--- src/rtl/cx_pkg.sv ---
// Shared constants, status codes and helpers for the compact expander.
// Assumes a 16-bit compact instruction and a 32-bit expanded word.
package cx_pkg;
    localparam int unsigned HALF_W = 16;
    localparam int unsigned WORD_W = 32;
    localparam logic [WORD_W-1:0] CX_MARKER = 32'hDEADC0DE;

    typedef enum logic [1:0] {
        CX_EXPANDED = 2'b00,
        CX_UNDEF    = 2'b01,
        CX_BRANCH   = 2'b10
    } cx_status_e;

    typedef struct packed {
        logic              undef;
        logic [WORD_W-1:0] word;
    } cx_xlate_t;

    // Place a 4-bit register number at a bit position of the expanded word.
    function automatic logic [WORD_W-1:0] place(input logic [3:0] v, input int unsigned pos);
        return WORD_W'(v) << pos;
    endfunction
endpackage

--- src/rtl/cx_half_pick.sv ---
// Chooses the current compact instruction out of a two-instruction fetch word.
// Assumes the fetch word is exactly two halfwords wide.
module cx_half_pick #(
    parameter int unsigned HALF_W = 16,
    localparam int unsigned FETCH_W = 2 * HALF_W
) (
    input  logic [FETCH_W-1:0] fetch_word,
    input  logic               big_endian,
    output logic [HALF_W-1:0]  half
);
    // Upper halfword is current for big-endian, lower otherwise.
    always_comb begin
        half = big_endian ? fetch_word[FETCH_W-1:HALF_W] : fetch_word[HALF_W-1:0];
    end
endmodule

--- src/rtl/cx_alu_xlate.sv ---
// Expands the data-processing majors 0..8 (shifts, add/sub, imm8, register ALU
// and high-register group). Assumes the caller only uses the result for majors 0..8.
module cx_alu_xlate
    import cx_pkg::*;
(
    input  logic [HALF_W-1:0] half,
    input  logic              xchg_en,
    output cx_xlate_t         res
);
    typedef enum logic [1:0] {K_PLAIN, K_SHIFT, K_NEG, K_MUL} alu_kind_e;

    logic [3:0]        rd, rs, rh, hd, hs;
    logic [WORD_W-1:0] alu_base;
    alu_kind_e         alu_kind;

    // Register ALU table: base word and operand layout per sub-opcode.
    always_comb begin
        alu_kind = K_PLAIN;
        case (half[9:6])
            4'd0:  alu_base = 32'hE0100000;
            4'd1:  alu_base = 32'hE0300000;
            4'd2:  begin alu_base = 32'hE1B00010; alu_kind = K_SHIFT; end
            4'd3:  begin alu_base = 32'hE1B00030; alu_kind = K_SHIFT; end
            4'd4:  begin alu_base = 32'hE1B00050; alu_kind = K_SHIFT; end
            4'd5:  alu_base = 32'hE0B00000;
            4'd6:  alu_base = 32'hE0D00000;
            4'd7:  begin alu_base = 32'hE1B00070; alu_kind = K_SHIFT; end
            4'd8:  alu_base = 32'hE1100000;
            4'd9:  begin alu_base = 32'hE2700000; alu_kind = K_NEG; end
            4'd10: alu_base = 32'hE1500000;
            4'd11: alu_base = 32'hE1700000;
            4'd12: alu_base = 32'hE1900000;
            4'd13: begin alu_base = 32'hE0100090; alu_kind = K_MUL; end
            4'd14: alu_base = 32'hE1D00000;
            default: alu_base = 32'hE1F00000;
        endcase
    end

    // Operand fields, including high-register extensions.
    always_comb begin
        rd = {1'b0, half[2:0]};
        rs = {1'b0, half[5:3]};
        rh = {1'b0, half[10:8]};
        hd = {half[7], half[2:0]};
        hs = {half[6], half[5:3]};
    end

    // Per-major expansion.
    always_comb begin
        res.undef = 1'b0;
        res.word  = CX_MARKER;
        case (half[15:11])
            5'd0, 5'd1, 5'd2:
                res.word = 32'hE1B00000 | (WORD_W'(half[12:11]) << 5)
                         | (WORD_W'(half[10:6]) << 7) | place(rs, 0) | place(rd, 12);
            5'd3: begin
                case (half[10:9])
                    2'd0: res.word = 32'hE0900000;
                    2'd1: res.word = 32'hE0500000;
                    2'd2: res.word = 32'hE2900000;
                    default: res.word = 32'hE2500000;
                endcase
                res.word = res.word | place({1'b0, half[8:6]}, 0)
                         | place(rs, 16) | place(rd, 12);
            end
            5'd4, 5'd5, 5'd6, 5'd7: begin
                case (half[12:11])
                    2'd0: res.word = 32'hE3B00000;
                    2'd1: res.word = 32'hE3500000;
                    2'd2: res.word = 32'hE2900000;
                    default: res.word = 32'hE2500000;
                endcase
                res.word = res.word | WORD_W'(half[7:0]) | place(rh, 16) | place(rh, 12);
            end
            5'd8: begin
                if (!half[10]) begin
                    case (alu_kind)
                        K_SHIFT: res.word = alu_base | place(rd, 12) | place(rd, 0) | place(rs, 8);
                        K_NEG:   res.word = alu_base | place(rd, 12) | place(rs, 16);
                        K_MUL:   res.word = alu_base | place(rd, 16) | place(rd, 8) | place(rs, 0);
                        default: res.word = alu_base | place(rd, 16) | place(rd, 12) | place(rs, 0);
                    endcase
                end else begin
                    case (half[9:6])
                        4'd1, 4'd2, 4'd3:
                            res.word = 32'hE0800000 | place(hd, 16) | place(hd, 12) | place(hs, 0);
                        4'd5, 4'd6, 4'd7:
                            res.word = 32'hE1500000 | place(hd, 16) | place(hd, 12) | place(hs, 0);
                        4'd9, 4'd10, 4'd11:
                            res.word = 32'hE1A00000 | place(hd, 16) | place(hd, 12) | place(hs, 0);
                        4'd12, 4'd13:
                            res.word = 32'hE12FFF10 | place(half[6:3], 0);
                        4'd14, 4'd15: begin
                            if (xchg_en) res.word = 32'hE1200030 | place(hs, 0);
                            else         res.undef = 1'b1;
                        end
                        default: res.undef = 1'b1;
                    endcase
                end
            end
            default: res.undef = 1'b1;
        endcase
    end
endmodule

--- src/rtl/cx_mem_xlate.sv ---
// Expands the memory and address majors 9..25 (literal load, register and
// immediate offsets, stack-relative, address generation, stack adjust,
// push/pop and multiple transfers). Assumes use only for majors 9..25.
module cx_mem_xlate
    import cx_pkg::*;
(
    input  logic [HALF_W-1:0] half,
    output cx_xlate_t         res
);
    logic [3:0] rd, rb, ro, rh;

    // Register fields shared by the memory formats.
    always_comb begin
        rd = {1'b0, half[2:0]};
        rb = {1'b0, half[5:3]};
        ro = {1'b0, half[8:6]};
        rh = {1'b0, half[10:8]};
    end

    // Per-major expansion.
    always_comb begin
        res.undef = 1'b0;
        res.word  = CX_MARKER;
        case (half[15:11])
            5'd9:
                res.word = 32'hE59F0000 | place(rh, 12) | (WORD_W'(half[7:0]) << 2);
            5'd10, 5'd11: begin
                case ({half[9], half[11:10]})
                    3'b000: res.word = 32'hE7800000;
                    3'b001: res.word = 32'hE7C00000;
                    3'b010: res.word = 32'hE7900000;
                    3'b011: res.word = 32'hE7D00000;
                    3'b100: res.word = 32'hE18000B0;
                    3'b101: res.word = 32'hE19000D0;
                    3'b110: res.word = 32'hE19000B0;
                    default: res.word = 32'hE19000F0;
                endcase
                res.word = res.word | place(rd, 12) | place(rb, 16) | place(ro, 0);
            end
            5'd12, 5'd13, 5'd14, 5'd15: begin
                case (half[12:11])
                    2'd0: res.word = 32'hE5800000;
                    2'd1: res.word = 32'hE5900000;
                    2'd2: res.word = 32'hE5C00000;
                    default: res.word = 32'hE5D00000;
                endcase
                res.word = res.word | place(rd, 12) | place(rb, 16)
                         | (half[12] ? WORD_W'(half[10:6]) : (WORD_W'(half[10:6]) << 2));
            end
            5'd16, 5'd17:
                res.word = (half[11] ? 32'hE1D000B0 : 32'hE1C000B0) | place(rd, 12)
                         | place(rb, 16) | (WORD_W'(half[8:6]) << 1) | (WORD_W'(half[10:9]) << 8);
            5'd18, 5'd19:
                res.word = (half[11] ? 32'hE59D0000 : 32'hE58D0000) | place(rh, 12)
                         | (WORD_W'(half[7:0]) << 2);
            5'd20, 5'd21:
                res.word = (half[11] ? 32'hE28D0F00 : 32'hE28F0F00) | place(rh, 12)
                         | WORD_W'(half[7:0]);
            5'd22, 5'd23: begin
                if (half[11:8] == 4'h0) begin
                    res.word = (half[7] ? 32'hE24DDF00 : 32'hE28DDF00) | WORD_W'(half[6:0]);
                end else if (half[11:8] == 4'hE) begin
                    res.undef = 1'b1;
                end else begin
                    case ({half[11], half[8]})
                        2'd0: res.word = 32'hE92D0000;
                        2'd1: res.word = 32'hE92D4000;
                        2'd2: res.word = 32'hE8BD0000;
                        default: res.word = 32'hE8BD8000;
                    endcase
                    res.word = res.word | WORD_W'(half[7:0]);
                end
            end
            5'd24, 5'd25:
                res.word = (half[11] ? 32'hE8B00000 : 32'hE8A00000) | place(rh, 16)
                         | WORD_W'(half[7:0]);
            default: res.undef = 1'b1;
        endcase
    end
endmodule

--- src/rtl/cx_expander.sv ---
// Top of the compact instruction expander: picks the current halfword,
// routes it to the data-processing or memory translator, classifies the
// branch majors and forces the marker word for any non-expanded status.
// Assumes a purely combinational context; no clock or reset is used.
module cx_expander
    import cx_pkg::*;
#(
    parameter int unsigned HW = 16,
    localparam int unsigned FW = 2 * HW
) (
    input  logic [FW-1:0]  fetch_word,
    input  logic           big_endian,
    input  logic           xchg_call_en,
    output logic [31:0]    exp_word,
    output logic [1:0]     exp_status
);
    logic [HALF_W-1:0] half;
    logic [4:0]        major;
    cx_xlate_t         alu_res, mem_res, pick;
    cx_status_e        status;

    cx_half_pick #(.HALF_W(HW)) u_pick (
        .fetch_word (fetch_word),
        .big_endian (big_endian),
        .half       (half)
    );

    cx_alu_xlate u_alu (.half(half), .xchg_en(xchg_call_en), .res(alu_res));
    cx_mem_xlate u_mem (.half(half), .res(mem_res));

    // Major opcode used for routing.
    always_comb major = half[15:11];

    // Route to a translator or classify as branch / undefined.
    always_comb begin
        pick   = '{undef: 1'b1, word: CX_MARKER};
        status = CX_UNDEF;
        if (major <= 5'd8) begin
            pick   = alu_res;
            status = alu_res.undef ? CX_UNDEF : CX_EXPANDED;
        end else if (major <= 5'd25) begin
            pick   = mem_res;
            status = mem_res.undef ? CX_UNDEF : CX_EXPANDED;
        end else if (major <= 5'd27) begin
            status = (half[11:8] == 4'hE) ? CX_UNDEF : CX_BRANCH;
        end else if (major == 5'd29) begin
            status = half[0] ? CX_UNDEF : CX_BRANCH;
        end else begin
            status = CX_BRANCH;
        end
    end

    // Drive outputs, marker whenever nothing was expanded.
    always_comb begin
        exp_status = status;
        exp_word   = (status == CX_EXPANDED) ? pick.word : CX_MARKER;
    end

    // Immediate checks of output behaviour against the chosen halfword.
    always_comb begin
        if (major <= 5'd2) begin

            shift_base_chk: assert (exp_status == 2'b00 && exp_word[31:20] == 12'hE1B
                                    && exp_word[15:12] == {1'b0, half[2:0]})
                else $error("shift format expansion wrong");
        end
        if (major == 5'd8 && half[10] && (half[9:6] == 4'd0 || half[9:6] == 4'd4 || half[9:6] == 4'd8)) begin

            hi_undef_chk: assert (exp_status == 2'b01)
                else $error("undefined high-register sub-opcode not flagged");
        end
        if (major == 5'd8 && half[10] && half[9:7] == 3'b111 && !xchg_call_en) begin

            xchg_gate_chk: assert (exp_status == 2'b01)
                else $error("exchange call expanded while disabled");
        end
        if (major == 5'd24 || major == 5'd25) begin

            multi_mask_chk: assert (exp_status == 2'b00 && exp_word[7:0] == half[7:0])
                else $error("multiple transfer mask lost");
        end
        if (major >= 5'd28 && !(major == 5'd29 && half[0])) begin

            branch_cls_chk: assert (exp_status == 2'b10)
                else $error("branch major not classified");
        end
    end
endmodule

--- config.mk ---
export PLATFORM = sky130hd
export DESIGN_NAME = cx_expander
export DESIGN_NICKNAME = d
export VERILOG_FILES = /design/src/rtl/cx_pkg.sv /design/src/rtl/cx_half_pick.sv /design/src/rtl/cx_alu_xlate.sv /design/src/rtl/cx_mem_xlate.sv /design/src/rtl/cx_expander.sv
export SDC_FILE = /design/constraint.sdc
export NUM_CORES = 1
export LEC_CHECK = 0
export ABC_CLOCK_PERIOD_IN_PS = 2400
export BUFFER_PORTS_ARGS = -buffer_cell sky130_fd_sc_hd__buf_2
export CORE_ASPECT_RATIO = 1.75
export CORE_MARGIN = 2
export CORE_UTILIZATION = 55
export DETAILED_ROUTE_END_ITERATION = 6
export PLACE_DENSITY_LB_ADDON = 0.12
export SYNTH_ARGS = -nofsm -noshare
export SYNTH_HDL_FRONTEND = slang
export SYNTH_SLANG_ARGS = --single-unit
--- constraint.sdc ---
create_clock -name vclk -period 2.4
set_input_delay 0.36 -clock vclk [all_inputs]
set_output_delay 0.36 -clock vclk [all_outputs]
set_load 0.02 [all_outputs]
==> metrics list, run 1 <==
* Run status: aborted with a tool error
* Halt point of the flow: 5_1_grt
- First Err: [ERROR GRT-0116] Global routing finished with congestion. Check the congestion regions in the DRC Viewer.
- Prior to clock tree synthesis, the placed netlist has a worst setup slack of -337 ps.
- Y dimension of the die: between 90 and 100 um
- Placed wire-length estimate after detailed placement: 11.7 mm
- DIE WIDTH: 57.7 um
- Io pins: 68
- The number of global-route vias before repair is 6512.
- In this run the tool buffered the top-level ports with 66 buffer cells.
- Row Count: 34
* First-pass GRT wire length: around 37 mm
* Global placer's final weighted congestion: around 1.2
- Synthesis Warnings: 0
- Post-synthesis average cell area: between 6 and 7 um^2
* Sum of overflow across all layers after global routing: 222
* Gate count of the mapped netlist: 413
- GRT Overall Usage: 0.849
- After synthesis, the netlist uses 87 different library cells.
- After synthesis the cells add up to approximately 2800 um^2.
* Maximum number of pins on one net before global-route repair: 14
- For this run, the register share of the synthesized area comes to 0.
* Post-CTS Hold Fix Bufs: 0
- Starting density of the core: 0.563
[synth_stat cells, types with 5 or more instances]
cell | count | area, um^2
a211oi_1 | 5 | 37.5
a21oi_1 | 43 | 215
a31oi_1 | 10 | 62.6
buf_2 | 12 | 60.1
buf_4 | 7 | 52.6
buf_6 | 6 | 67.6
mux2_2 | 7 | 78.8
mux2_4 | 5 | 75.1
mux2i_1 | 11 | 110
mux2i_2 | 6 | 82.6
nand2_1 | 37 | 139
nand2_2 | 6 | 37.5
nand3_1 | 15 | 75.1
nor2_1 | 49 | 184
nor3_1 | 16 | 80.1
o211ai_1 | 9 | 67.6
o21ai_0 | 26 | 130
o21ai_1 | 6 | 30.0
o221ai_1 | 5 | 43.8
o22ai_1 | 18 | 113
or2_1 | 5 | 31.3
[metal layers]
metal  track usage  GRT overflow
met1         0.804             4
met2          1.09           148
met3         0.588             1
met4         0.971            69
met5       0.00952             0
[repair_timing]
action,4_1_cts
cloned,1
pin swaps,45
buffers inserted,16
setup endpoints to repair,32
resized for setup,103
[logic make-up after synthesis]
family                 after synthesis  share of synthesized area
muxes                               31                      0.141
and+or+nand+nor                    169                      0.327
other                                1                    0.00135
buffers and inverters               36                     0.0838
AOI/OAI and AO/OA                  176                      0.446
[metrics by stage]
stage	utilization	setup TNS, ps	instance area (um^2)	cells	hold WS (ps)
after detailed placement	0.844	-7180	4160	659	1340
after global placement	0.844	-5560	4160	659	1320
after CTS	0.967	-367	4770	675	1330
after floorplan	-	0	2790	414	1020
==> inputs of run 2 (changes only) <==
--- a/config.mk
+++ b/config.mk
@@ -7,11 +7,10 @@
 export LEC_CHECK = 0
 export ABC_CLOCK_PERIOD_IN_PS = 2400
 export BUFFER_PORTS_ARGS = -buffer_cell sky130_fd_sc_hd__buf_2
-export CORE_ASPECT_RATIO = 1.75
 export CORE_MARGIN = 2
-export CORE_UTILIZATION = 55
+export CORE_UTILIZATION = 40
 export DETAILED_ROUTE_END_ITERATION = 6
-export PLACE_DENSITY_LB_ADDON = 0.12
+export PLACE_DENSITY_LB_ADDON = 0.15
 export SYNTH_ARGS = -nofsm -noshare
 export SYNTH_HDL_FRONTEND = slang
 export SYNTH_SLANG_ARGS = --single-unit
==> metrics list, run 2 <==
- The floorplan step set the die width to approximately 87 um.
* Post-placement worst setup slack: -359 ps
- On the final layout, the worst hold slack is ~1400 ps.
- Commonest cells after routing, fill and taps aside: 158 x buf_4, 41 x buf_2, 38 x nor2_1
* Min Tclk post-route: 2590 ps
* Critical Path Fanout Max: 7
- The count of final hold-check violations was 0.
- Antenna violations before repair: 0
* Count of unique library cells instantiated by Yosys: between 80 and 90
- Once detail routing completed, the nets flagged for antenna violations numbered 0.
* Global placer's final weighted congestion: 1.10
- Hold WC Path Type: in2out
- The layout has 0 clock buffers.
- Setup CP Type: in2out
- First-pass iteration count of the detailed router: 7
- The run finished, with violations left.
* Maximum number of pins on one net before global-route repair: 17
* Setup-violating endpoint count in the final report: 30
* Unrepaired setup endpoints after global routing: yes
* Post-synthesis average cell area: 6.73 um^2
- The worst setup path is captured at an output port.
- The share of the Yosys chip area taken by registers is 0.
- Worst-case headroom to the max-slew limit: 0.529
* Ratio of cells with drive above 1 in the final layout: 0.610
- For this design the static power due to leakage is ~2.3 nW.
- Area taken by flip-flops and latches: 0 um^2
- The number of global-route vias before repair was about 4400.
- The layout has roughly 440 filler cells.
- Post-synthesis instance area: ~2800 um^2
- Final cycle utilization of the critical path: 1.08
- The first global-routing pass estimated 24.4 mm of wire.
- Count leader, synth: nor2_1
- In the synthesized netlist, the cells that appear most often are 49 x nor2_1, 43 x a21oi_1, 37 x nand2_1.
- In this run the core area contains 30 standard-cell rows.
- Number of sequential cells in the layout: 0
* Ratio of routed vias to standard cells: 6.77
* Origin of the worst min-delay path: fetch_word[4]
- Synth top area share: 0.0775
* GRT Overall Usage: 0.410
* Worst Slack Setup Final: -190 ps
- Worst setup SP type: input pin
- Worst endpoint data arrival time: ~2200 ps
* Y dimension of the die: roughly 87 um
* Number of port buffers: 66
- In the final design database the tool counted approximately 670 nets.
* Max_cap viols: 0
- Area of the core: about 6800 um^2
- Wire length per cell after detailed routing: roughly 24 um
* Max Transition Viols Final: 0
- Failing checks: DRC, setup timing
- Post-CTS Hold Fix Bufs: 0
- Synth top area cells: a21oi_1 7.7%, nor2_1 6.6%, nand2_1 5.0%
* Die Area: ~7600 um^2
- Worst-Margin Slew: roughly 700 ps
- Leading cell type in the layout, fill and taps excluded: buf_4
- Final Power: ~1.5 mW
- Placed wire-length estimate after detailed placement: ~12 mm
- Total vias in the final route: between 4000 and 5000
- Synthesis produced a netlist whose cell count is a little over 400.
- DR iter-0 viols: ~750
- between 60 and 70 I/O pins were placed.
- For the worst setup path, the data required time is about 2000 ps.
* TNS Setup: -2900 ps
- Area of the multi-input gates: approximately 3200 um^2
- The total overflow left after global routing is 0.
* Starting density of the core: 0.411
* Synthesis Warnings: 0
* Ratio of total power to cell area: a little under 300 nW/um^2
* CP Launch Point: big_endian
- IR analysis of the VDD net gives a maximum drop of between 150 and 200 uV.
* Layout-stage area growth over the synthesis result: 93.3%
- Dominant cell type by area after synthesis: a21oi_1
- Upper clock frequency limit: roughly 390 MHz
* Detailed Route WL: approximately 17 mm
- The repair_antennas step left the layout with diodes totalling 0.
- Residual DRC count: 28
==> run 2: cell counts after synthesis <==
Identical to the previous run, type by type.
==> run 2: cell type report <==
cell class | instances | area share
Tap cell | 80 | 0.0186
Multi-Input combinational cell | 378 | 0.595
Timing Repair Buffer | 246 | 0.382
Inverter | 5 | 0.00443
==> run 2: cells by family after synthesis <==
logic type	count (synthesis)	synth area share
AOI/OAI and AO/OA	176	0.446
other	1	0.00135
buffers and inverters	36	0.0838
muxes	31	0.141
and+or+nand+nor	169	0.327
==> run 2: worst paths after layout <==
kind	cells after the start	to
setup / recovery	10	exp_word[14]
hold / removal	5	exp_word[4]
==> run 2: where the power goes <==
group          leakage, nW  internal [mW]  total, mW  switching [mW]
clock network            0              0          0               0
logic                 2.30          0.705       1.55           0.842
registers                0              0          0               0
total                 2.30          0.705       1.55           0.842
==> run 2: metal layers <==
| layer | track usage | part of all wire | wire (um) |
|---|---|---|---|
| met4 | 0.157 | 0.052 | 885 |
| met1 | 0.544 | 0.38 | 6420 |
| met5 | 0 | 0 | 0 |
| met2 | 0.661 | 0.44 | 7520 |
| met3 | 0.0673 | 0.12 | 2100 |
==> run 2: stage by stage <==
stage | utilization | cells | cell area, um^2
after global routing | 0.795 | 709 | 5370
after global placement | 0.617 | 675 | 4170
final | 0.795 | 709 | 5370
after detailed placement | 0.617 | 675 | 4170
after CTS | 0.736 | 696 | 4980
after floorplan | - | 414 | 2790
==> run 2: critical path, stage by stage <==
cell	delay, ps
buf_12	130
buf_12	140
nor3b_2	300
buf_4	180
or2_4	180
nand2_2	80
o221ai_4	290
a2111oi_4	120
o221ai_1	250
buf_4	190
==> run 2: repair_timing <==
item,4_1_cts,5_1_grt
pin swaps,46,32
setup buffers,21,15
setup endpoints to repair,31,30
gates cloned,2,1
resized for setup,136,67
No activity file was read; power rests on OpenSTA's default activity.
